**src/rtl/mdec_pkg.sv**
```systemverilog
package mdec_pkg;
  typedef enum logic {
    ST_HUNT  = 1'b0,
    ST_TRACK = 1'b1
  } mdec_state_e;
endpackage

```
**src/rtl/mdec_sync_edge.sv**
```systemverilog
module mdec_sync_edge #(
  parameter int STAGES = 2
) (
  input  logic clk,
  input  logic rst_n,
  input  logic line_async,
  output logic line_s,
  output logic rise,
  output logic toggle
);
  logic [STAGES-1:0] chain_q;
  logic [STAGES-1:0] chain_d;
  logic              prev_q;

  generate
    for (genvar i = 0; i < STAGES; i++) begin : g_stage
      if (i == 0) begin : g_first
        assign chain_d[i] = line_async;
      end else begin : g_next
        assign chain_d[i] = chain_q[i-1];
      end
    end
  endgenerate

  always_ff @(posedge clk or negedge rst_n) begin
    if (!rst_n) begin
      chain_q <= '0;
      prev_q  <= 1'b0;
    end else begin
      chain_q <= chain_d;
      prev_q  <= chain_q[STAGES-1];
    end
  end

  assign line_s = chain_q[STAGES-1];
  assign rise   = line_s & ~prev_q;
  assign toggle = line_s ^ prev_q;
endmodule

```
**src/rtl/mdec_bit_timer.sv**
```systemverilog
module mdec_bit_timer #(
  parameter int BIT_CYC = 40,
  parameter int PH_W    = $clog2(BIT_CYC)
) (
  input  logic clk,
  input  logic rst_n,
  input  logic restart,
  input  logic run,
  output logic wrap,
  output logic clk_loc,
  output logic mid_win,
  output logic at_sample
);
  localparam logic [PH_W-1:0] PH_LAST = PH_W'(BIT_CYC - 1);
  localparam logic [PH_W-1:0] PH_QTR  = PH_W'(BIT_CYC / 4);
  localparam logic [PH_W-1:0] PH_HALF = PH_W'(BIT_CYC / 2);
  localparam logic [PH_W-1:0] PH_SAMP = PH_W'((3 * BIT_CYC) / 4);

  logic [PH_W-1:0] phase_q;
  logic [PH_W-1:0] phase_d;
  logic            phase_en;

  always_comb begin
    phase_en = restart | run;
    phase_d  = phase_q;
    if (restart) begin
      phase_d = PH_W'(1);
    end else if (run) begin
      phase_d = (phase_q == PH_LAST) ? '0 : phase_q + PH_W'(1);
    end
  end

  always_ff @(posedge clk or negedge rst_n) begin
    if (!rst_n) begin
      phase_q <= '0;
    end else if (phase_en) begin
      phase_q <= phase_d;
    end
  end

  assign wrap      = (phase_q == PH_LAST);
  assign clk_loc   = (phase_q >= PH_HALF);
  assign mid_win   = (phase_q >= PH_QTR) && (phase_q < PH_SAMP);
  assign at_sample = (phase_q == PH_SAMP);
endmodule

```
**src/rtl/mdec_quiet_watch.sv**
```systemverilog
module mdec_quiet_watch #(
  parameter int LIMIT = 60,
  parameter int Q_W   = $clog2(LIMIT + 1)
) (
  input  logic clk,
  input  logic rst_n,
  input  logic arm,
  input  logic run,
  input  logic toggle,
  output logic expired
);
  localparam logic [Q_W-1:0] Q_LIM = Q_W'(LIMIT);

  logic [Q_W-1:0] cnt_q;
  logic [Q_W-1:0] cnt_d;
  logic [Q_W-1:0] cur;

  always_comb begin
    cur = toggle ? '0 : cnt_q;
    if (!arm) begin
      cnt_d = '0;
    end else if (cur == Q_LIM) begin
      cnt_d = cur;
    end else begin
      cnt_d = cur + Q_W'(1);
    end
  end

  always_ff @(posedge clk or negedge rst_n) begin
    if (!rst_n) begin
      cnt_q <= '0;
    end else begin
      cnt_q <= cnt_d;
    end
  end

  assign expired = run && (cur == Q_LIM);
endmodule

```
**src/rtl/mdec_burst_decoder.sv**
```systemverilog
module mdec_burst_decoder #(
  parameter int BIT_CYC = 40,
  parameter int IDX_W   = 10
) (
  input  logic             clk,
  input  logic             rst_n,
  input  logic             line_in,
  output logic             bit_vld,
  output logic             bit_data,
  output logic [IDX_W-1:0] bit_idx,
  output logic             win_start,
  output logic             locked
);
  import mdec_pkg::*;

  localparam int SYNC_STAGES = 2;
  localparam int QUIET_LIM   = (3 * BIT_CYC) / 2;

  mdec_state_e      state_q, state_d;
  logic             line_s, rise, toggle;
  logic             wrap, clk_loc, mid_win, at_sample;
  logic             expired;
  logic             tracking, rise_hunt;
  logic             mid_q, mid_d;
  logic [IDX_W-1:0] cnt_q, cnt_d;
  logic             strobe;
  logic             vld_q, data_q, win_q;
  logic             data_d;
  logic [IDX_W-1:0] idx_q;

  mdec_sync_edge #(.STAGES(SYNC_STAGES)) u_sync (
    .clk        (clk),
    .rst_n      (rst_n),
    .line_async (line_in),
    .line_s     (line_s),
    .rise       (rise),
    .toggle     (toggle)
  );

  assign tracking  = (state_q == ST_TRACK);
  assign rise_hunt = ~tracking & rise;

  mdec_bit_timer #(.BIT_CYC(BIT_CYC)) u_timer (
    .clk       (clk),
    .rst_n     (rst_n),
    .restart   (rise_hunt),
    .run       (tracking),
    .wrap      (wrap),
    .clk_loc   (clk_loc),
    .mid_win   (mid_win),
    .at_sample (at_sample)
  );

  mdec_quiet_watch #(.LIMIT(QUIET_LIM)) u_quiet (
    .clk     (clk),
    .rst_n   (rst_n),
    .arm     (tracking | rise_hunt),
    .run     (tracking),
    .toggle  (toggle),
    .expired (expired)
  );

  // Lock state: hunt for a rising edge, track until the line falls silent.
  always_comb begin
    state_d = state_q;
    unique case (state_q)
      ST_HUNT:  if (rise)    state_d = ST_TRACK;
      ST_TRACK: if (expired) state_d = ST_HUNT;
      default:  state_d = ST_HUNT;
    endcase
  end

  // Bit qualification, sampling and indexing.
  always_comb begin
    mid_d = mid_q;
    if (rise_hunt || !tracking) begin
      mid_d = 1'b0;
    end else if (wrap) begin
      mid_d = 1'b0;
    end else if (toggle && mid_win) begin
      mid_d = 1'b1;
    end

    strobe = tracking & at_sample & mid_q & ~expired;
    data_d = line_s ^ clk_loc;

    cnt_d = cnt_q;
    if (rise_hunt) begin
      cnt_d = '0;
    end else if (strobe) begin
      cnt_d = cnt_q + IDX_W'(1);
    end
  end

  always_ff @(posedge clk or negedge rst_n) begin
    if (!rst_n) begin
      state_q <= ST_HUNT;
      mid_q   <= 1'b0;
      cnt_q   <= '0;
    end else begin
      state_q <= state_d;
      mid_q   <= mid_d;
      cnt_q   <= cnt_d;
    end
  end

  always_ff @(posedge clk or negedge rst_n) begin
    if (!rst_n) begin
      vld_q <= 1'b0;
      win_q <= 1'b0;
    end else begin
      vld_q <= strobe;
      win_q <= tracking & expired;
    end
  end

  always_ff @(posedge clk or negedge rst_n) begin
    if (!rst_n) begin
      data_q <= 1'b0;
      idx_q  <= '0;
    end else if (strobe) begin
      data_q <= data_d;
      idx_q  <= cnt_q;
    end
  end

  assign bit_vld   = vld_q;
  assign bit_data  = data_q;
  assign bit_idx   = idx_q;
  assign win_start = win_q;
  assign locked    = tracking;
endmodule

```
**config.mk**
```make
export PLATFORM = sky130hd
export DESIGN_NAME = mdec_burst_decoder
export DESIGN_NICKNAME = d
export VERILOG_FILES = /design/src/rtl/mdec_pkg.sv /design/src/rtl/mdec_sync_edge.sv /design/src/rtl/mdec_bit_timer.sv /design/src/rtl/mdec_quiet_watch.sv /design/src/rtl/mdec_burst_decoder.sv
export SDC_FILE = /design/constraint.sdc
export NUM_CORES = 1
export LEC_CHECK = 0
export BUFFER_PORTS_ARGS = -buffer_cell sky130_fd_sc_hd__buf_4
export CORE_MARGIN = 5
export CORE_UTILIZATION = 62
export CTS_CLUSTER_SIZE = 20
export DETAILED_ROUTE_END_ITERATION = 16
export HOLD_SLACK_MARGIN = 0.1
export PLACE_DENSITY = 0.83
export SLEW_MARGIN = 20
export SYNTH_ARGS = -nofsm -noshare
export SYNTH_HDL_FRONTEND = slang
export SYNTH_SLANG_ARGS = --single-unit
```
**constraint.sdc**
```tcl
create_clock -name clk -period 6.4 [get_ports clk]
set_clock_uncertainty 0.2 [all_clocks]
set_input_delay 0.32 -clock clk [delete_from_list [all_inputs] [get_ports clk]]
set_output_delay 0.32 -clock clk [all_outputs]
set_load 0.02 [all_outputs]
```
==> out/results.ini <==
[drt]
vias=1319
drc=0
viasPerCell=6.13
wirelength_um=3460
antenna_left=0
drt_iter0_markers=97
routedWlPerCell_um=16.1
dr.pass1.iters=4

[sta]
worst_pin_slew_ns=0.747
holdWs_ns=0.180
tns_ns=0
fin_crit_sh_pct=37.8
period_needed_ns=2.42
slew_headroom_pct=50.0
setup_violations=0
hold_viol=0
slew_violations=0
fmax_ghz=0.413
rsz0062_at_grt=no

[placement]
port_buffers=16
gp_congestion=0.804
dp_hpwl_um=2410

[setup_path]
crit_chain=ha_1 > nand4_1 > o211ai_4 > mux2_1
cp.depth=4
cp.arrival_ns=2.46
reg2regPathDepth=4
worstSetupEndpoint=bit_idx[5]
r2r-start=u_sync.chain_q[1]
end_kind=flop
path_max_fanout=27
crit_family=compound AO/OA/AOI/OAI gates
path_class=reg -> reg
critPathSlowestCell=o211ai_4
crit_path_start=u_sync.chain_q[1]
r2r_setup_slack_ns=3.98
timing.rr.end=bit_idx[5]
max_stage_delay_ns=0.67
startpoint_type=flop
required_ns=6.44
worst-path-buf-inv=0

[global_route]
grt_max_degree=41
grt_pass1_vias=1342
grt_usage_pct=19.4
grt_pass1_wl_um=6070
antenna_found_initial=0
overflow=0

[logic_synthesis]
synth.distinct_cells=41
ys_ff_latch=40
syn_nets=172
syn-cell-area_um2=1820
yosysSeqAreaShare_pct=54.9
syn_inst=164
syn_area_per_cell_um2=11.1
yosysWarnings=0

[cts]
cts.path.max_buffers=2
cts.clk_slew.worst_paths_ns=0.12
clock-root-buffer=clkbuf_4
numCtsBuffers=5
cts_tree=yes
insertion_delay_ns=0.35
clkSinkCount=40
postCtsSetupBuffers=0
htreeDepth=2

[min_path]
hold_depth=0
hold_class=reg -> reg

[floorplanning]
fp.dieW_um=64.2
dieArea_um2=4120
rows=19
core_um2=2780
die_h_um=64.2
ioPinCount=17
initial_utilization_pct=65.5

[cells_and_area]
layout_common_cells=40 x dfrtp_1, 16 x buf_4, 12 x nand2_1, 11 x o21ai_0, 11 x nor2_1
drive_gt1_share_pct=13.6
fin_nets=192
antenna_cells=0
area_growth_pct=10.4
final_common_cell=dfrtp_1

[power_and_ir_drop]
sequentialPowerShare_pct=57.0
power_leakage_nw=0.970
swShare_pct=32.8
powerDensity_nw_per_um2=292
power_frac_clock_pct=20.2
p_comb_share_pct=22.8
p_switching_mw=0.193
ir_drop_mv=0.294
intPower_mw=0.394

[flow_run]
timing.max_cap.violations=0

[outcome]
outcome=finished clean

==> through the flow <==
stage	instance area (µm²)	cells	util [%]	power, mW	setup slack [ns]
3_3_place_gp	1950	206	70.0	0.462	4.10
3_5_place_dp	1950	206	70.0	0.471	4.00
4_1_cts	2010	215	72.3	0.593	3.98
5_1_grt	2010	215	72.3	0.634	3.83
2_1_floorplan	1820	164	-	0.434	4.36
6_report	2010	215	72.3	0.587	3.98
==> synth_stat cells <==
master	count	area [µm²]
and2b_1	1	7.51
xnor2_1	3	26.3
or3b_1	1	8.76
a21o_1	1	7.51
buf_6	2	22.5
or4_1	3	22.5
nor3b_1	2	15.0
o21ai_0	11	55.1
nand2_1	12	45.0
and2_1	2	12.5
o31ai_1	3	22.5
mux2i_1	1	10.0
a211oi_1	1	7.51
or3_1	4	25.0
buf_1	1	3.75
o22ai_1	2	12.5
and3_1	2	12.5
nand3_1	10	50.1
nand3b_1	1	7.51
clkbuf_2	1	5.00
a21oi_1	8	40.0
ha_1	5	62.6
xor2_1	4	35.0
o21a_1	1	7.51
nand4_1	1	6.26
o211ai_4	1	21.3
o21ai_1	2	10.0
buf_2	1	5.00
and4b_4	1	13.8
nand2b_1	1	6.26
o31a_1	1	8.76
mux2_1	10	113
and4_1	1	8.76
nor4_1	1	6.26
dfrtp_1	40	1000
o2111ai_1	1	8.76
inv_1	5	18.8
nor2_1	11	41.3
nor3_1	3	15.0
and3_2	1	7.51
o211ai_1	1	7.51
==> registers in the layout, summed over array words and instances, names as in the netlist <==
register	flops
locked	1
bit_data	1
win_start	1
bit_idx	10
u_sync.prev_q	1
cnt_q	10
u_timer.phase_q	6
u_quiet.cnt_q	6
mid_q	1
u_sync.chain_q	2
bit_vld	1
==> logic make-up after synthesis <==
group	after synthesis	share of synthesized area [%]
flops	40	54.9
fa+ha+maj	5	3.43
buf+inv	10	3.02
mux	11	6.73
simple gates	58	17.1
compound gates	33	11.5
xor+xnor	7	3.36
==> worst min path at each step <==
| stage | start | end |
|---|---|---|
| 3_3_place_gp | rst_n | bit_idx[4] |
| 3_5_place_dp | rst_n | bit_idx[5] |
| 2_1_floorplan | rst_n | bit_data |
| 6_report | u_sync.chain_q[0] | u_sync.chain_q[1] |
| 4_1_cts | u_sync.chain_q[0] | u_sync.chain_q[1] |
| 5_1_grt | u_sync.chain_q[0] | u_sync.chain_q[1] |
==> what timing repair did <==
action                    in CTS  in global routing
hold endpoints to repair      41                  0
gates resized for setup        0                  0
hold buffers                   2                  0
==> power by group through the flow <==
| stage | Clock (mW) | Combinational, mW | Sequential (mW) |
|---|---|---|---|
| CTS | 0.123 | 0.136 | 0.334 |
| finish | 0.118 | 0.134 | 0.334 |
| detailed placement | 0 | 0.133 | 0.338 |
| global placement | 0 | 0.125 | 0.337 |
| floorplan | 0 | 0.105 | 0.328 |
| global route | 0.138 | 0.154 | 0.342 |
==> cell type report <==
class / count / area, µm²
clock buffers: 6 / 41.3
clock inverters: 1 / 5.00
fillers: 209 / 769
inverters: 5 / 18.8
multi-input cells: 114 / 767
flip-flops and latches: 40 / 1000
well taps: 31 / 38.8
repair buffers: 18 / 140
==> metal layers <==
layer	track usage [%]	wire length, µm	vias to the layer above
li1	-	-	624
met2	31.8	1780	34
met5	0	0	-
met3	7.01	154	12
met1	21.2	1400	649
met4	12.2	121	0
(Power assumes the default switching activity.)
